==> config.mk <==
export PLATFORM = sky130hd
export DESIGN_NAME = trig_sequencer
export DESIGN_NICKNAME = d
export VERILOG_FILES = /design/src/rtl/trig_seq_pkg.sv /design/src/rtl/trig_branch_eval.sv /design/src/rtl/trig_prio_pick.sv /design/src/rtl/trig_sample_timer.sv /design/src/rtl/trig_sequencer.sv
export SDC_FILE = /design/constraint.sdc
export NUM_CORES = 1
export LEC_CHECK = 0
export BUFFER_PORTS_ARGS = -buffer_cell sky130_fd_sc_hd__clkbuf_2
export CORE_AREA = 2 2 266 268
export CTS_BUF_LIST = sky130_fd_sc_hd__clkbuf_8 sky130_fd_sc_hd__clkbuf_16
export DETAILED_ROUTE_END_ITERATION = 8
export DIE_AREA = 0 0 268 270
export GPL_TIMING_DRIVEN = 0
export MAX_ROUTING_LAYER = met4
export RECOVER_POWER = 50
export SLEW_MARGIN = 5
export SYNTH_ARGS = -nofsm -noshare
export SYNTH_HDL_FRONTEND = slang
export SYNTH_SLANG_ARGS = --single-unit
==> constraint.sdc <==
create_clock -name clk -period 4.5 [get_ports clk]
set_input_delay 0.9 -clock clk [delete_from_list [all_inputs] [get_ports clk]]
set_output_delay 0.9 -clock clk [all_outputs]
set_load 0.03 [all_outputs]
==> src/rtl/trig_seq_pkg.sv <==
`timescale 1ns/1ps
package trig_seq_pkg;

  typedef enum logic [1:0] {
    CK_NEVER = 2'd0,
    CK_MATCH = 2'd1,
    CK_RISE  = 2'd2,
    CK_TIMER = 2'd3
  } cond_kind_e;

  typedef enum logic [1:0] {
    SQ_IDLE = 2'd0,
    SQ_RUN  = 2'd1,
    SQ_DONE = 2'd2
  } seq_state_e;

  // masked equality on zero-extended operands
  function automatic logic masked_equal(input logic [63:0] smp,
                                        input logic [63:0] val,
                                        input logic [63:0] msk);
    return ((smp ^ val) & msk) == 64'd0;
  endfunction

  // saturating increment on a 32-bit container, bounded by max
  function automatic logic [31:0] sat_inc(input logic [31:0] cur,
                                          input logic [31:0] max);
    return (cur >= max) ? max : cur + 32'd1;
  endfunction

endpackage

==> src/rtl/trig_branch_eval.sv <==
`timescale 1ns/1ps
module trig_branch_eval
  import trig_seq_pkg::*;
#(
  parameter int DATA_W = 16,
  parameter int EDGE_W = 4,
  parameter int LVL_W  = 2,
  localparam int SEL_W = (EDGE_W > 1) ? $clog2(EDGE_W) : 1,
  localparam int BR_W  = 2 + 2*DATA_W + SEL_W + 3 + LVL_W
)(
  input  logic [BR_W-1:0]   br_cfg,
  input  logic [DATA_W-1:0] sample_word,
  input  logic [EDGE_W-1:0] rise_vec,
  input  logic              tmr_elapsed,
  output logic              hit,
  output logic              act_trig,
  output logic              act_goto_en,
  output logic [LVL_W-1:0]  act_goto,
  output logic              act_tstart
);
  localparam int OFS_MASK  = 2;
  localparam int OFS_VALUE = OFS_MASK + DATA_W;
  localparam int OFS_SEL   = OFS_VALUE + DATA_W;
  localparam int OFS_TRIG  = OFS_SEL + SEL_W;
  localparam int OFS_GEN   = OFS_TRIG + 1;
  localparam int OFS_GOTO  = OFS_GEN + 1;
  localparam int OFS_TST   = OFS_GOTO + LVL_W;

  cond_kind_e        kind;
  logic [DATA_W-1:0] mask_f;
  logic [DATA_W-1:0] value_f;
  logic [SEL_W-1:0]  sel_f;
  logic              match_hit;
  logic              rise_hit;

  assign kind        = cond_kind_e'(br_cfg[1:0]);
  assign mask_f      = br_cfg[OFS_MASK +: DATA_W];
  assign value_f     = br_cfg[OFS_VALUE +: DATA_W];
  assign sel_f       = br_cfg[OFS_SEL +: SEL_W];
  assign act_trig    = br_cfg[OFS_TRIG];
  assign act_goto_en = br_cfg[OFS_GEN];
  assign act_goto    = br_cfg[OFS_GOTO +: LVL_W];
  assign act_tstart  = br_cfg[OFS_TST];

  assign match_hit = masked_equal(64'(sample_word), 64'(value_f), 64'(mask_f));

  always_comb begin
    rise_hit = 1'b0;
    for (int i = 0; i < EDGE_W; i++) begin
      if (32'(sel_f) == i) rise_hit = rise_vec[i];
    end
  end

  always_comb begin
    unique case (kind)
      CK_MATCH: hit = match_hit;
      CK_RISE:  hit = rise_hit;
      CK_TIMER: hit = tmr_elapsed;
      default:  hit = 1'b0;
    endcase
  end

endmodule

==> src/rtl/trig_prio_pick.sv <==
`timescale 1ns/1ps
module trig_prio_pick #(
  parameter int N_BRANCH = 4
)(
  input  logic                clk,
  input  logic                rst_n,
  input  logic [N_BRANCH-1:0] hits,
  output logic [N_BRANCH-1:0] grant,
  output logic                any_hit
);
  always_comb begin
    grant = '0;
    for (int i = N_BRANCH - 1; i >= 0; i--) begin
      if (hits[i]) grant = N_BRANCH'(1) << i;
    end
  end

  assign any_hit = |grant;


  grant_onehot_chk: assert property (@(posedge clk) disable iff (!rst_n)
    $onehot0(grant));


  branch0_wins_chk: assert property (@(posedge clk) disable iff (!rst_n)
    hits[0] |-> grant[0]);

endmodule

==> src/rtl/trig_sample_timer.sv <==
`timescale 1ns/1ps
module trig_sample_timer
  import trig_seq_pkg::*;
#(
  parameter int TMR_W = 8
)(
  input  logic             clk,
  input  logic             rst_n,
  input  logic             clear,
  input  logic             start,
  input  logic             step,
  input  logic [TMR_W-1:0] limit,
  output logic             elapsed
);
  localparam logic [31:0] CNT_MAX = 32'((64'd1 << TMR_W) - 64'd1);

  logic             running;
  logic [TMR_W-1:0] count;
  logic             load_ev;
  logic             tick_ev;

  assign load_ev = !clear && start;
  assign tick_ev = !clear && !start && step && running;

  always_ff @(posedge clk or negedge rst_n) begin
    if (!rst_n) begin
      running <= 1'b0;
      count   <= '0;
    end else if (clear) begin
      running <= 1'b0;
      count   <= '0;
    end else if (load_ev) begin
      running <= 1'b1;
      count   <= TMR_W'(1);
    end else if (tick_ev) begin
      count   <= TMR_W'(sat_inc(32'(count), CNT_MAX));
    end
  end

  assign elapsed = running && (count >= limit);


  tmr_load_chk: assert property (@(posedge clk) disable iff (!rst_n)
    load_ev |=> (running && count == TMR_W'(1)));


  tmr_clear_chk: assert property (@(posedge clk) disable iff (!rst_n)
    clear |=> !running);


  tmr_monotonic_chk: assert property (@(posedge clk) disable iff (!rst_n)
    (running && !clear && !start) |=> count >= $past(count));

endmodule

==> src/rtl/trig_sequencer.sv <==
`timescale 1ns/1ps
module trig_sequencer
  import trig_seq_pkg::*;
#(
  parameter int DATA_W   = 16,
  parameter int EDGE_W   = 4,
  parameter int N_LEVELS = 4,
  parameter int N_BRANCH = 4,
  parameter int TMR_W    = 8,
  localparam int SEL_W    = (EDGE_W > 1) ? $clog2(EDGE_W) : 1,
  localparam int LVL_W    = (N_LEVELS > 1) ? $clog2(N_LEVELS) : 1,
  localparam int BR_W     = 2 + 2*DATA_W + SEL_W + 3 + LVL_W,
  localparam int LVL_BITS = N_BRANCH * BR_W,
  localparam int CFG_W    = N_LEVELS * LVL_BITS
)(
  input  logic              clk,
  input  logic              rst_n,
  input  logic              arm,
  input  logic              sample_valid,
  input  logic [DATA_W-1:0] sample_word,
  input  logic [EDGE_W-1:0] edge_in,
  input  logic [TMR_W-1:0]  tmr_limit,
  input  logic [CFG_W-1:0]  lvl_cfg,
  output logic              trig_out,
  output logic [LVL_W-1:0]  cur_level
);
  seq_state_e        state;
  logic [EDGE_W-1:0] edge_prev;
  logic [EDGE_W-1:0] rise_vec;
  logic [LVL_BITS-1:0] lvl_slice;
  logic              tmr_elapsed;

  logic [N_BRANCH-1:0] hits;
  logic [N_BRANCH-1:0] grant;
  logic                any_hit;
  logic [N_BRANCH-1:0] b_trig;
  logic [N_BRANCH-1:0] b_gen;
  logic [N_BRANCH-1:0] b_tst;
  logic [LVL_W-1:0]    b_goto [N_BRANCH];

  // named internal events
  logic             eval_en;
  logic             take;
  logic             fire;
  logic             tmr_start;
  logic             w_gen;
  logic [LVL_W-1:0] w_goto;
  logic [LVL_W-1:0] level_nxt;

  assign rise_vec = edge_in & ~edge_prev;

  always_comb begin
    lvl_slice = '0;
    for (int l = 0; l < N_LEVELS; l++) begin
      if (32'(cur_level) == l) lvl_slice = lvl_cfg[l*LVL_BITS +: LVL_BITS];
    end
  end

  for (genvar b = 0; b < N_BRANCH; b++) begin : g_branch
    trig_branch_eval #(
      .DATA_W(DATA_W),
      .EDGE_W(EDGE_W),
      .LVL_W (LVL_W)
    ) u_eval (
      .br_cfg     (lvl_slice[b*BR_W +: BR_W]),
      .sample_word(sample_word),
      .rise_vec   (rise_vec),
      .tmr_elapsed(tmr_elapsed),
      .hit        (hits[b]),
      .act_trig   (b_trig[b]),
      .act_goto_en(b_gen[b]),
      .act_goto   (b_goto[b]),
      .act_tstart (b_tst[b])
    );
  end

  trig_prio_pick #(.N_BRANCH(N_BRANCH)) u_pick (
    .clk    (clk),
    .rst_n  (rst_n),
    .hits   (hits),
    .grant  (grant),
    .any_hit(any_hit)
  );

  assign eval_en = (state == SQ_RUN) && sample_valid && !arm;
  assign take    = eval_en && any_hit;

  always_comb begin
    fire      = 1'b0;
    tmr_start = 1'b0;
    w_gen     = 1'b0;
    w_goto    = '0;
    for (int b = 0; b < N_BRANCH; b++) begin
      if (grant[b]) begin
        fire      = take && b_trig[b];
        tmr_start = take && b_tst[b];
        w_gen     = b_gen[b];
        w_goto    = b_goto[b];
      end
    end
  end

  always_comb begin
    level_nxt = cur_level;
    if (take && w_gen && (32'(w_goto) < N_LEVELS)) level_nxt = w_goto;
  end

  trig_sample_timer #(.TMR_W(TMR_W)) u_timer (
    .clk    (clk),
    .rst_n  (rst_n),
    .clear  (arm),
    .start  (tmr_start),
    .step   (sample_valid),
    .limit  (tmr_limit),
    .elapsed(tmr_elapsed)
  );

  always_ff @(posedge clk or negedge rst_n) begin
    if (!rst_n) edge_prev <= '0;
    else if (sample_valid) edge_prev <= edge_in;
  end

  always_ff @(posedge clk or negedge rst_n) begin
    if (!rst_n) begin
      state     <= SQ_IDLE;
      cur_level <= '0;
      trig_out  <= 1'b0;
    end else begin
      trig_out <= fire;
      if (arm) begin
        state     <= SQ_RUN;
        cur_level <= '0;
      end else if (fire) begin
        state     <= SQ_DONE;
      end else if (take) begin
        cur_level <= level_nxt;
      end
    end
  end


  arm_restart_chk: assert property (@(posedge clk) disable iff (!rst_n)
    arm |=> (cur_level == '0 && !trig_out));


  idle_hold_chk: assert property (@(posedge clk) disable iff (!rst_n)
    (!sample_valid && !arm) |=> ($stable(cur_level) && !trig_out));


  single_pulse_chk: assert property (@(posedge clk) disable iff (!rst_n)
    (state == SQ_DONE && !arm) |=> !trig_out);


  pulse_source_chk: assert property (@(posedge clk) disable iff (!rst_n)
    trig_out |-> $past(sample_valid));


  level_range_chk: assert property (@(posedge clk) disable iff (!rst_n)
    32'(cur_level) < N_LEVELS);

endmodule

==> results of run 1 <==
cell families after synthesis:
group | Yosys count | synth area share
and+or+nand+nor | 394 | 0.3209
AOI/OAI and AO/OA | 298 | 0.2715
buffers and inverters | 124 | 0.07267
muxes | 94 | 0.1859
xor gates and xnor gates | 71 | 0.07818
DFF | 18 | 0.05663
adders and majority gates | 9 | 0.01416
power groups by stage:
stage | clock (mW) | combinational (mW) | sequential (mW)
after floorplan | 0 | 0.541 | 0.179
after global routing | 0.191 | 1.46 | 0.177
after CTS | 0.182 | 1.36 | 0.176
after global placement | 0 | 1.30 | 0.180
after detailed placement | 0 | 1.32 | 0.180
final | 0.180 | 1.37 | 0.176
critical path, stage by stage:
cell                       delay [ns]
sky130_fd_sc_hd__clkbuf_2        0.26
sky130_fd_sc_hd__clkbuf_4        0.43
sky130_fd_sc_hd__o41ai_1         1.27
sky130_fd_sc_hd__a211o_1         0.25
sky130_fd_sc_hd__or4_1           0.27
sky130_fd_sc_hd__o21a_1          0.21
sky130_fd_sc_hd__nand3_1         0.13
sky130_fd_sc_hd__a311oi_4        0.43
sky130_fd_sc_hd__o21ai_1         0.20
sky130_fd_sc_hd__and3b_1         0.20
cell usage after synthesis (12+ instances only):
| library cell | count |
|---|---|
| sky130_fd_sc_hd__nand2b_1 | 27 |
| sky130_fd_sc_hd__o31ai_1 | 13 |
| sky130_fd_sc_hd__nand3b_1 | 41 |
| sky130_fd_sc_hd__a2111oi_0 | 15 |
| sky130_fd_sc_hd__nor2_1 | 15 |
| sky130_fd_sc_hd__a22oi_1 | 25 |
| sky130_fd_sc_hd__a31oi_1 | 37 |
| sky130_fd_sc_hd__and3_1 | 13 |
| sky130_fd_sc_hd__o211ai_1 | 13 |
| sky130_fd_sc_hd__nand3_1 | 31 |
| sky130_fd_sc_hd__nand2_1 | 90 |
| sky130_fd_sc_hd__inv_1 | 40 |
| sky130_fd_sc_hd__o2111ai_1 | 12 |
| sky130_fd_sc_hd__nor3b_1 | 22 |
| sky130_fd_sc_hd__xor2_1 | 65 |
| sky130_fd_sc_hd__buf_2 | 33 |
| sky130_fd_sc_hd__nor4_1 | 16 |
| sky130_fd_sc_hd__dfrtp_1 | 18 |
| sky130_fd_sc_hd__nand4_1 | 22 |
| sky130_fd_sc_hd__clkbuf_1 | 28 |
| sky130_fd_sc_hd__nand4b_1 | 16 |
| sky130_fd_sc_hd__or4b_2 | 12 |
| sky130_fd_sc_hd__mux4_2 | 42 |
| sky130_fd_sc_hd__a21oi_1 | 34 |
| sky130_fd_sc_hd__o21ai_0 | 46 |
| sky130_fd_sc_hd__mux2i_1 | 42 |
registers in the layout (all words and copies together), names as in the netlist:
signal           cells
trig_out             1
u_timer.running      1
u_timer.count        8
state                2
edge_prev            4
cur_level            2
per-stage QoR:
step,power [mW],cell area (µm²)
floorplan,0.7197,7954
global placement,1.483,12540
detailed placement,1.501,12590
CTS,1.721,13000
global route,1.824,13090
finish,1.726,13100
per-layer routing:
metal / vias up / global-route usage / wire length [µm]
met2: 942 / 0.3564 / 37290
li1: 5490 / - / -
met1: 5951 / 0.2750 / 33900
met5: - / - / 0
met3: 186 / 0.03620 / 7186
met4: 0 / 0.08498 / 4020
worst paths after layout:
check | endpoint | slack [ns] | depth (start not counted)
min in group asynchronous | edge_prev[0]$_DFFE_PN0P_ | 0.81 | 1
setup reg to reg | u_timer.count[3]$_DFFE_PN0P_ | 0.09 | 16
hold reg to reg | state[0]$_DFFE_PN0P_ | 0.48 | 1
max in group asynchronous | cur_level[1]$_DFFE_PN0P_ | 2.99 | 1
hold / removal | state[0]$_DFFE_PN0P_ | 0.48 | 1
setup / recovery | u_timer.count[3]$_DFFE_PN0P_ | 0.03 | 10
cell type report:
type / count / area (µm²)
clock buffer: 3 / 75.07
fill: 7941 / 56440
inverter: 41 / 153.9
sequential: 18 / 452.9
timing repair buffer: 691 / 3487
buffer: 80 / 659.4
multi-input combinational: 867 / 7056
antenna: 17 / 42.54
tap: 940 / 1176
repair_timing:
item	CTS	global route
gates cloned	0	1
setup buffers	6	0
resized for setup	90	32
endpoints found under the setup margin	14	14
pin swaps	5	7
==> key figures, run 1 <==
Flow run
  • Max Cap Violations: 0

Clock tree
  • CTS HTree Levels: 1
  • Clock buffer count from CTS: 3
  • Cts-stage hold buffer count: 0
  • TritonCTS clock tree: yes
  • Max clock buf depth: 2
  • Clock slew at the register clock pins of the worst setup and hold paths: ~0.05 ns
  • Clock latency on the worst-skew pair: about 0.25 ns
  • Clk sinks: 18
  • Clock Root Buffer: sky130_fd_sc_hd__clkbuf_16

Placement
  • Placed cell count: 2633
  • Routability congestion estimate: 0.9587
  • Placement-stage worst setup slack: -1.467 ns
  • Total half-perimeter wirelength after legalization and detailed placement: between 60000 and 70000 µm
  • IO buf count: 682

Routing
  • Number of antenna-violating nets in the routed design: 0
  • Final wirelength: ~80000 µm
  • Number of vias in the routed layout: about 13000
  • Number of DRC violations after detailed-routing iteration 0: roughly 1100
  • Final routed DRC violation total: 0
  • Via-to-Cell Ratio: between 4 and 5
  • First-pass detailed-route iteration total: 7
  • Routed wirelength normalized by instance count: about 31 µm

Synthesis
  • Async set-or-reset flop fraction in the synthesized netlist: 1.000
  • Top cells by area in the synthesized netlist: sky130_fd_sc_hd__mux4_2, sky130_fd_sc_hd__xor2_1, sky130_fd_sc_hd__dfrtp_1
  • Flip-flop cell with the highest count after synthesis: sky130_fd_sc_hd__dfrtp_1
  • Total number of yosys warnings: 0
  • Post-Syn Area: 0.007954 mm²
  • Share of the synthesized area in the top cell type: 0.1189
  • Area leader, netlist: sky130_fd_sc_hd__mux4_2
  • Post-synth EDFFs: 0
  • Net Count, Synth: about 1700
  • Synth Register Bits: 18
  • Average cell area after synthesis: 7.891 µm²
  • Distinct cell type count after synthesis: 90
  • Proportion of synthesized chip area in sequential cells: 0.05663
  • Count of mapped cells out of synthesis: slightly above 1000

Worst setup path
  • Worst Setup Start Kind: input port
  • Maximum fanout along the worst path: 11
  • Launching point of the worst reg2reg path: cur_level[0]$_DFFE_PN0P_
  • Timing startpoint of the critical path: sample_word[3]
  • Crit path DAT: approximately 4.6 ns
  • Critical path data required time: between 4 and 5 ns
  • Kind of critical path: in2reg
  • Type of element capturing the critical path: register

Layout
  • Commonest cells after routing, fill and taps aside: sky130_fd_sc_hd__clkbuf_2, sky130_fd_sc_hd__nand2_1, sky130_fd_sc_hd__xor2_1
  • Final Util: 0.1884
  • Most common cell after layout, fill and taps aside: sky130_fd_sc_hd__clkbuf_2
  • Total number of nets in the final design: approximately 2400
  • Layout Cells excl Fill: approximately 2700
  • Fraction of layout instances using a drive strength above 1: 0.5129
  • Area growth syn-to-layout: 64.73%

Power
  • Switching share of total power: 0.5030
  • Highest ir drop seen on vdd: approximately 0.13 mV
  • Relative contribution of combinational cells to total power: 0.794
  • Clk network pwr share: 0.104
  • Leak: roughly 5.8 nW
  • Net switching component of the power: ~0.87 mW
  • Pint: about 0.86 mW
  • Power density cells: about 130 mW/mm²
  • Flop pwr share: 0.102

Global route
  • Total global routing overflow: 0
  • First-pass GRT wire length: around 100000 µm
  • Initial antenna violation count: 26
  • Vias in the first global route: between 10000 and 15000
  • GR Util All Layers: 0.2212
  • Maximum number of pins on one net before global-route repair: 20

Timing
  • Hold Violations, Final: 0
  • Setup repair after global routing missed its margin: true
  • Total negative slack for setup checks: 0 ns
  • Slew Limit Fails: 0
  • Worst slew margin: 0.06968
  • Time the final worst path needs with I/O delays and setup: 4.469 ns
  • Count of final setup violators: 0
  • Pin slew with the least headroom to its limit: about 1.4 ns
  • Clock tree skew after final layout: approximately 0.0017 ns
  • Final Cycle Share: 0.9931
  • Final Hold Slack: 0.4752 ns
  • Post-route setup slack: around 0.031 ns
  • Max Fclk: between 200 and 250 MHz

Die
  • Area of the die: 0.07236 mm²
  • Vert. Die Dim: approximately 270 µm
  • I/O pin count: just under 700
  • Core region area: 0.06954 mm²
  • Die Wd: around 270 µm
  • Count of standard-cell rows: between 90 and 100
  • Starting utilization of the core area: 0.1144

Status
  • Outcome: finished, final reports clean

Hold path
  • Type of the worst min-delay path: reg2reg
  • Critical hold path startpoint: state[0]$_DFFE_PN0P_
No activity file was read; power rests on OpenSTA's default activity.
==> run 2: changes to the inputs <==
--- a/config.mk
+++ b/config.mk
@@ -10,7 +10,6 @@
 export CTS_BUF_LIST = sky130_fd_sc_hd__clkbuf_8 sky130_fd_sc_hd__clkbuf_16
 export DETAILED_ROUTE_END_ITERATION = 8
 export DIE_AREA = 0 0 268 270
-export GPL_TIMING_DRIVEN = 0
 export MAX_ROUTING_LAYER = met4
 export RECOVER_POWER = 50
 export SLEW_MARGIN = 5
==> constraint.sdc (replaced) <==
create_clock -name clk -period 4.5 [get_ports clk]
set_input_delay 0.9 -clock clk [delete_from_list [all_inputs] [get_ports clk]]
set_output_delay 0.9 -clock clk [all_outputs]
set_load 0.005 [all_outputs]
==> key figures, run 2 (same netlist as run 1, synthesis figures left out) <==
Die
  • Starting utilization of the core area: 0.1144 (unchanged)
  • Area of the die: 0.07236 mm² (unchanged)
  • I/O pin count: 691 (unchanged)
  • Count of standard-cell rows: 97 (unchanged)
  • Die Wd: 268 µm (unchanged)
  • Core region area: 0.06954 mm² (unchanged)
  • Vert. Die Dim: 270 µm (unchanged)

Layout
  • Max reg flops: 8 (unchanged)
  • Total number of nets in the final design: 2373 (-1.1%)
  • Layout Cells excl Fill: 2632 (-0.94%)
  • Reg with most FFs: u_timer.count
  • Commonest cells after routing, fill and taps aside: sky130_fd_sc_hd__clkbuf_2, sky130_fd_sc_hd__nand2_1, sky130_fd_sc_hd__xor2_1
  • Area growth syn-to-layout: 61.19%
  • Most common cell after layout, fill and taps aside: sky130_fd_sc_hd__clkbuf_2
  • Top flop regs: u_timer.count: 8 flops, edge_prev: 4 flops
  • Fraction of layout instances using a drive strength above 1: 0.5051 (-0.007867)

Power
  • Leak: 5.629 nW (-2.4%)
  • Total design power: 1.554 mW (-10%)
  • Power density cells: 121.2 mW/mm² (-8.0%)
  • Highest ir drop seen on vdd: 0.08431 mV (-34%)

Worst setup path
  • Worst reg2reg path depth: 12 (-4)
  • Type of element capturing the critical path: register
  • Launching point of the worst reg2reg path: cur_level[1]$_DFFE_PN0P_
  • Maximum fanout along the worst path: 29 (+18)
  • Crit Reg-Reg Endpoint: u_timer.count[6]$_DFFE_PN0P_
  • Reg-to-reg slack, setup: 0.28 ns (+0.19 ns)
  • Kind of critical path: reg2reg
  • Critical path data required time: 4.66 ns (+0.02 ns)
  • Crit path DAT: 4.38 ns (-0.23 ns)
  • Worst Setup Start Kind: register

Clock tree
  • Clk sinks: 18 (unchanged)
  • TritonCTS clock tree: yes
  • Max clock buf depth: 2 (unchanged)
  • CTS HTree Levels: 1 (unchanged)
  • Clock slew at the register clock pins of the worst setup and hold paths: 0.05 ns (about the same)
  • Clock buffer count from CTS: 3 (unchanged)
  • Clock Root Buffer: sky130_fd_sc_hd__clkbuf_16
  • Clock latency on the worst-skew pair: 0.25 ns (about the same)

Placement
  • Placed cell count: 2611 (-0.84%)
  • Placement-stage worst setup slack: -0.05228 ns (+1.415 ns)
  • IO buf count: 690 (+1.2%)
  • Total half-perimeter wirelength after legalization and detailed placement: 52880 µm (-22%)
  • Routability congestion estimate: 0.9629 (+0.44%)

Timing
  • Clock tree skew after final layout: 0.0009554 ns (-0.0007810 ns)
  • Final Cycle Share: 0.9372 (-0.05583)
  • Count of final setup violators: 0 (unchanged)
  • Time the final worst path needs with I/O delays and setup: 4.218 ns (-0.2512 ns)
  • Worst slew margin: 0.2459 (+0.1762)
  • Slew Limit Fails: 0 (unchanged)
  • Max Fclk: 237.1 MHz (+6.0%)
  • Setup repair after global routing missed its margin: false
  • Pin slew with the least headroom to its limit: 1.119 ns (-0.2581 ns)
  • Hold Violations, Final: 0 (unchanged)
  • Post-route setup slack: 0.2825 ns (+0.2512 ns)

Routing
  • Routed met3 length: 4685 µm (-35%)
  • Number of vias in the routed layout: 11615 (-7.6%)
  • Final routed DRC violation total: 0 (unchanged)
  • Final wirelength: 60480 µm (-27%)
  • Uppermost layer routed: met4
  • Detailed-routing wirelength on met1: 24210 µm (-29%)
  • Via-to-Cell Ratio: 4.413 (-6.7%)
  • Routed wirelength normalized by instance count: 22.98 µm (-26%)
  • Routed wire length on met2: 29910 µm (-20%)
  • Number of DRC violations after detailed-routing iteration 0: 797 (-30%)
  • First-pass detailed-route iteration total: 5 (-2)
  • Number of antenna-violating nets in the routed design: 0 (unchanged)

Global route
  • First-pass GRT wire length: 81040 µm (-22%)
  • Vias in the first global route: 11572 (-6.5%)
  • Total global routing overflow: 0 (unchanged)
  • Maximum number of pins on one net before global-route repair: 73 (+270%)
  • Initial antenna violation count: 20 (-23%)
  • GR Util All Layers: 0.1616 (-0.05960)

Hold path
  • Type of the worst min-delay path: reg2reg
  • Hold endpoint: state[0]$_DFFE_PN0P_
  • Cell count of the worst hold path: 1 (unchanged)
  • Critical hold path startpoint: state[0]$_DFFE_PN0P_

Flow run
  • Max Cap Violations: 0 (unchanged)

Status
  • Outcome: finished, final reports clean
run 2: what timing repair did:
item | in CTS | in global routing
endpoints found under the setup margin | 11 | 2
hold buffers | 0 | 0
pin swaps | 0 | 0
setup buffers | 0 | 0
gates resized for setup | 2 | 1
run 2: area by class of cell:
| class | instances | area (µm²) |
|---|---|---|
| well taps | 940 | 1176 |
| inverters | 41 | 153.9 |
| multi-input cells | 866 | 6943 |
| repair buffers | 746 | 3959 |
| diodes | 17 | 42.54 |
| clock buffers | 4 | 88.84 |
| flip-flops and latches | 18 | 457.9 |
| fillers | 7926 | 56720 |
run 2: metrics by stage:
step,setup TNS (ns),hold WS (ns),util,cell area [µm²]
finish,0,0.4824,0.1844,12820
floorplan,0,0.4417,-,7954
CTS,0,0.4754,0.1837,12770
global route,0,0.4951,0.1843,12820
global placement,-0.1595,0.4604,0.1823,12680
detailed placement,-0.2540,0.4635,0.1823,12680
run 2: worst max path at each step:
stage,startpoint,end,slack (ns),depth (start not counted)
final,cur_level[1]$_DFFE_PN0P_,u_timer.count[6]$_DFFE_PN0P_,0.28,12
after global routing,cur_level[0]$_DFFE_PN0P_,u_timer.count[6]$_DFFE_PN0P_,0.004,11
after CTS,cur_level[1]$_DFFE_PN0P_,cur_level[0]$_DFFE_PN0P_,0.02,12
after detailed placement,sample_word[9],u_timer.count[6]$_DFFE_PN0P_,-0.05,11
after global placement,cur_level[1]$_DFFE_PN0P_,u_timer.count[6]$_DFFE_PN0P_,-0.02,12
after floorplan,sample_word[2],state[0]$_DFFE_PN0P_,0.91,11
run 2: where the power goes:
group,internal (mW),total (mW),switching (mW)
registers,0.170,0.185,0.0152
logic,0.553,1.17,0.620
clock network,0.135,0.195,0.0599
run 2: per-layer routing:
| layer | vias to the layer above | track usage |
|---|---|---|
| li1 | 5420 | - |
| met1 | 5473 | 0.1882 |
| met2 | 655 | 0.2797 |
| met3 | 67 | 0.02653 |
| met4 | 0 | 0.05395 |
| met5 | - | - |
run 2: critical path, cell delays in order (launching register included):
cell	delay, ns
sky130_fd_sc_hd__dfrtp_4	0.64
sky130_fd_sc_hd__buf_12	0.24
sky130_fd_sc_hd__buf_4	0.28
sky130_fd_sc_hd__nand2b_1	0.19
sky130_fd_sc_hd__o22ai_1	0.09
sky130_fd_sc_hd__a2111oi_1	0.93
sky130_fd_sc_hd__nand4_1	0.18
sky130_fd_sc_hd__a2111o_1	0.52
sky130_fd_sc_hd__o21a_1	0.22
sky130_fd_sc_hd__nand3_1	0.07
sky130_fd_sc_hd__a311oi_1	0.11
sky130_fd_sc_hd__o21ai_2	0.34
sky130_fd_sc_hd__nor4b_2	0.25
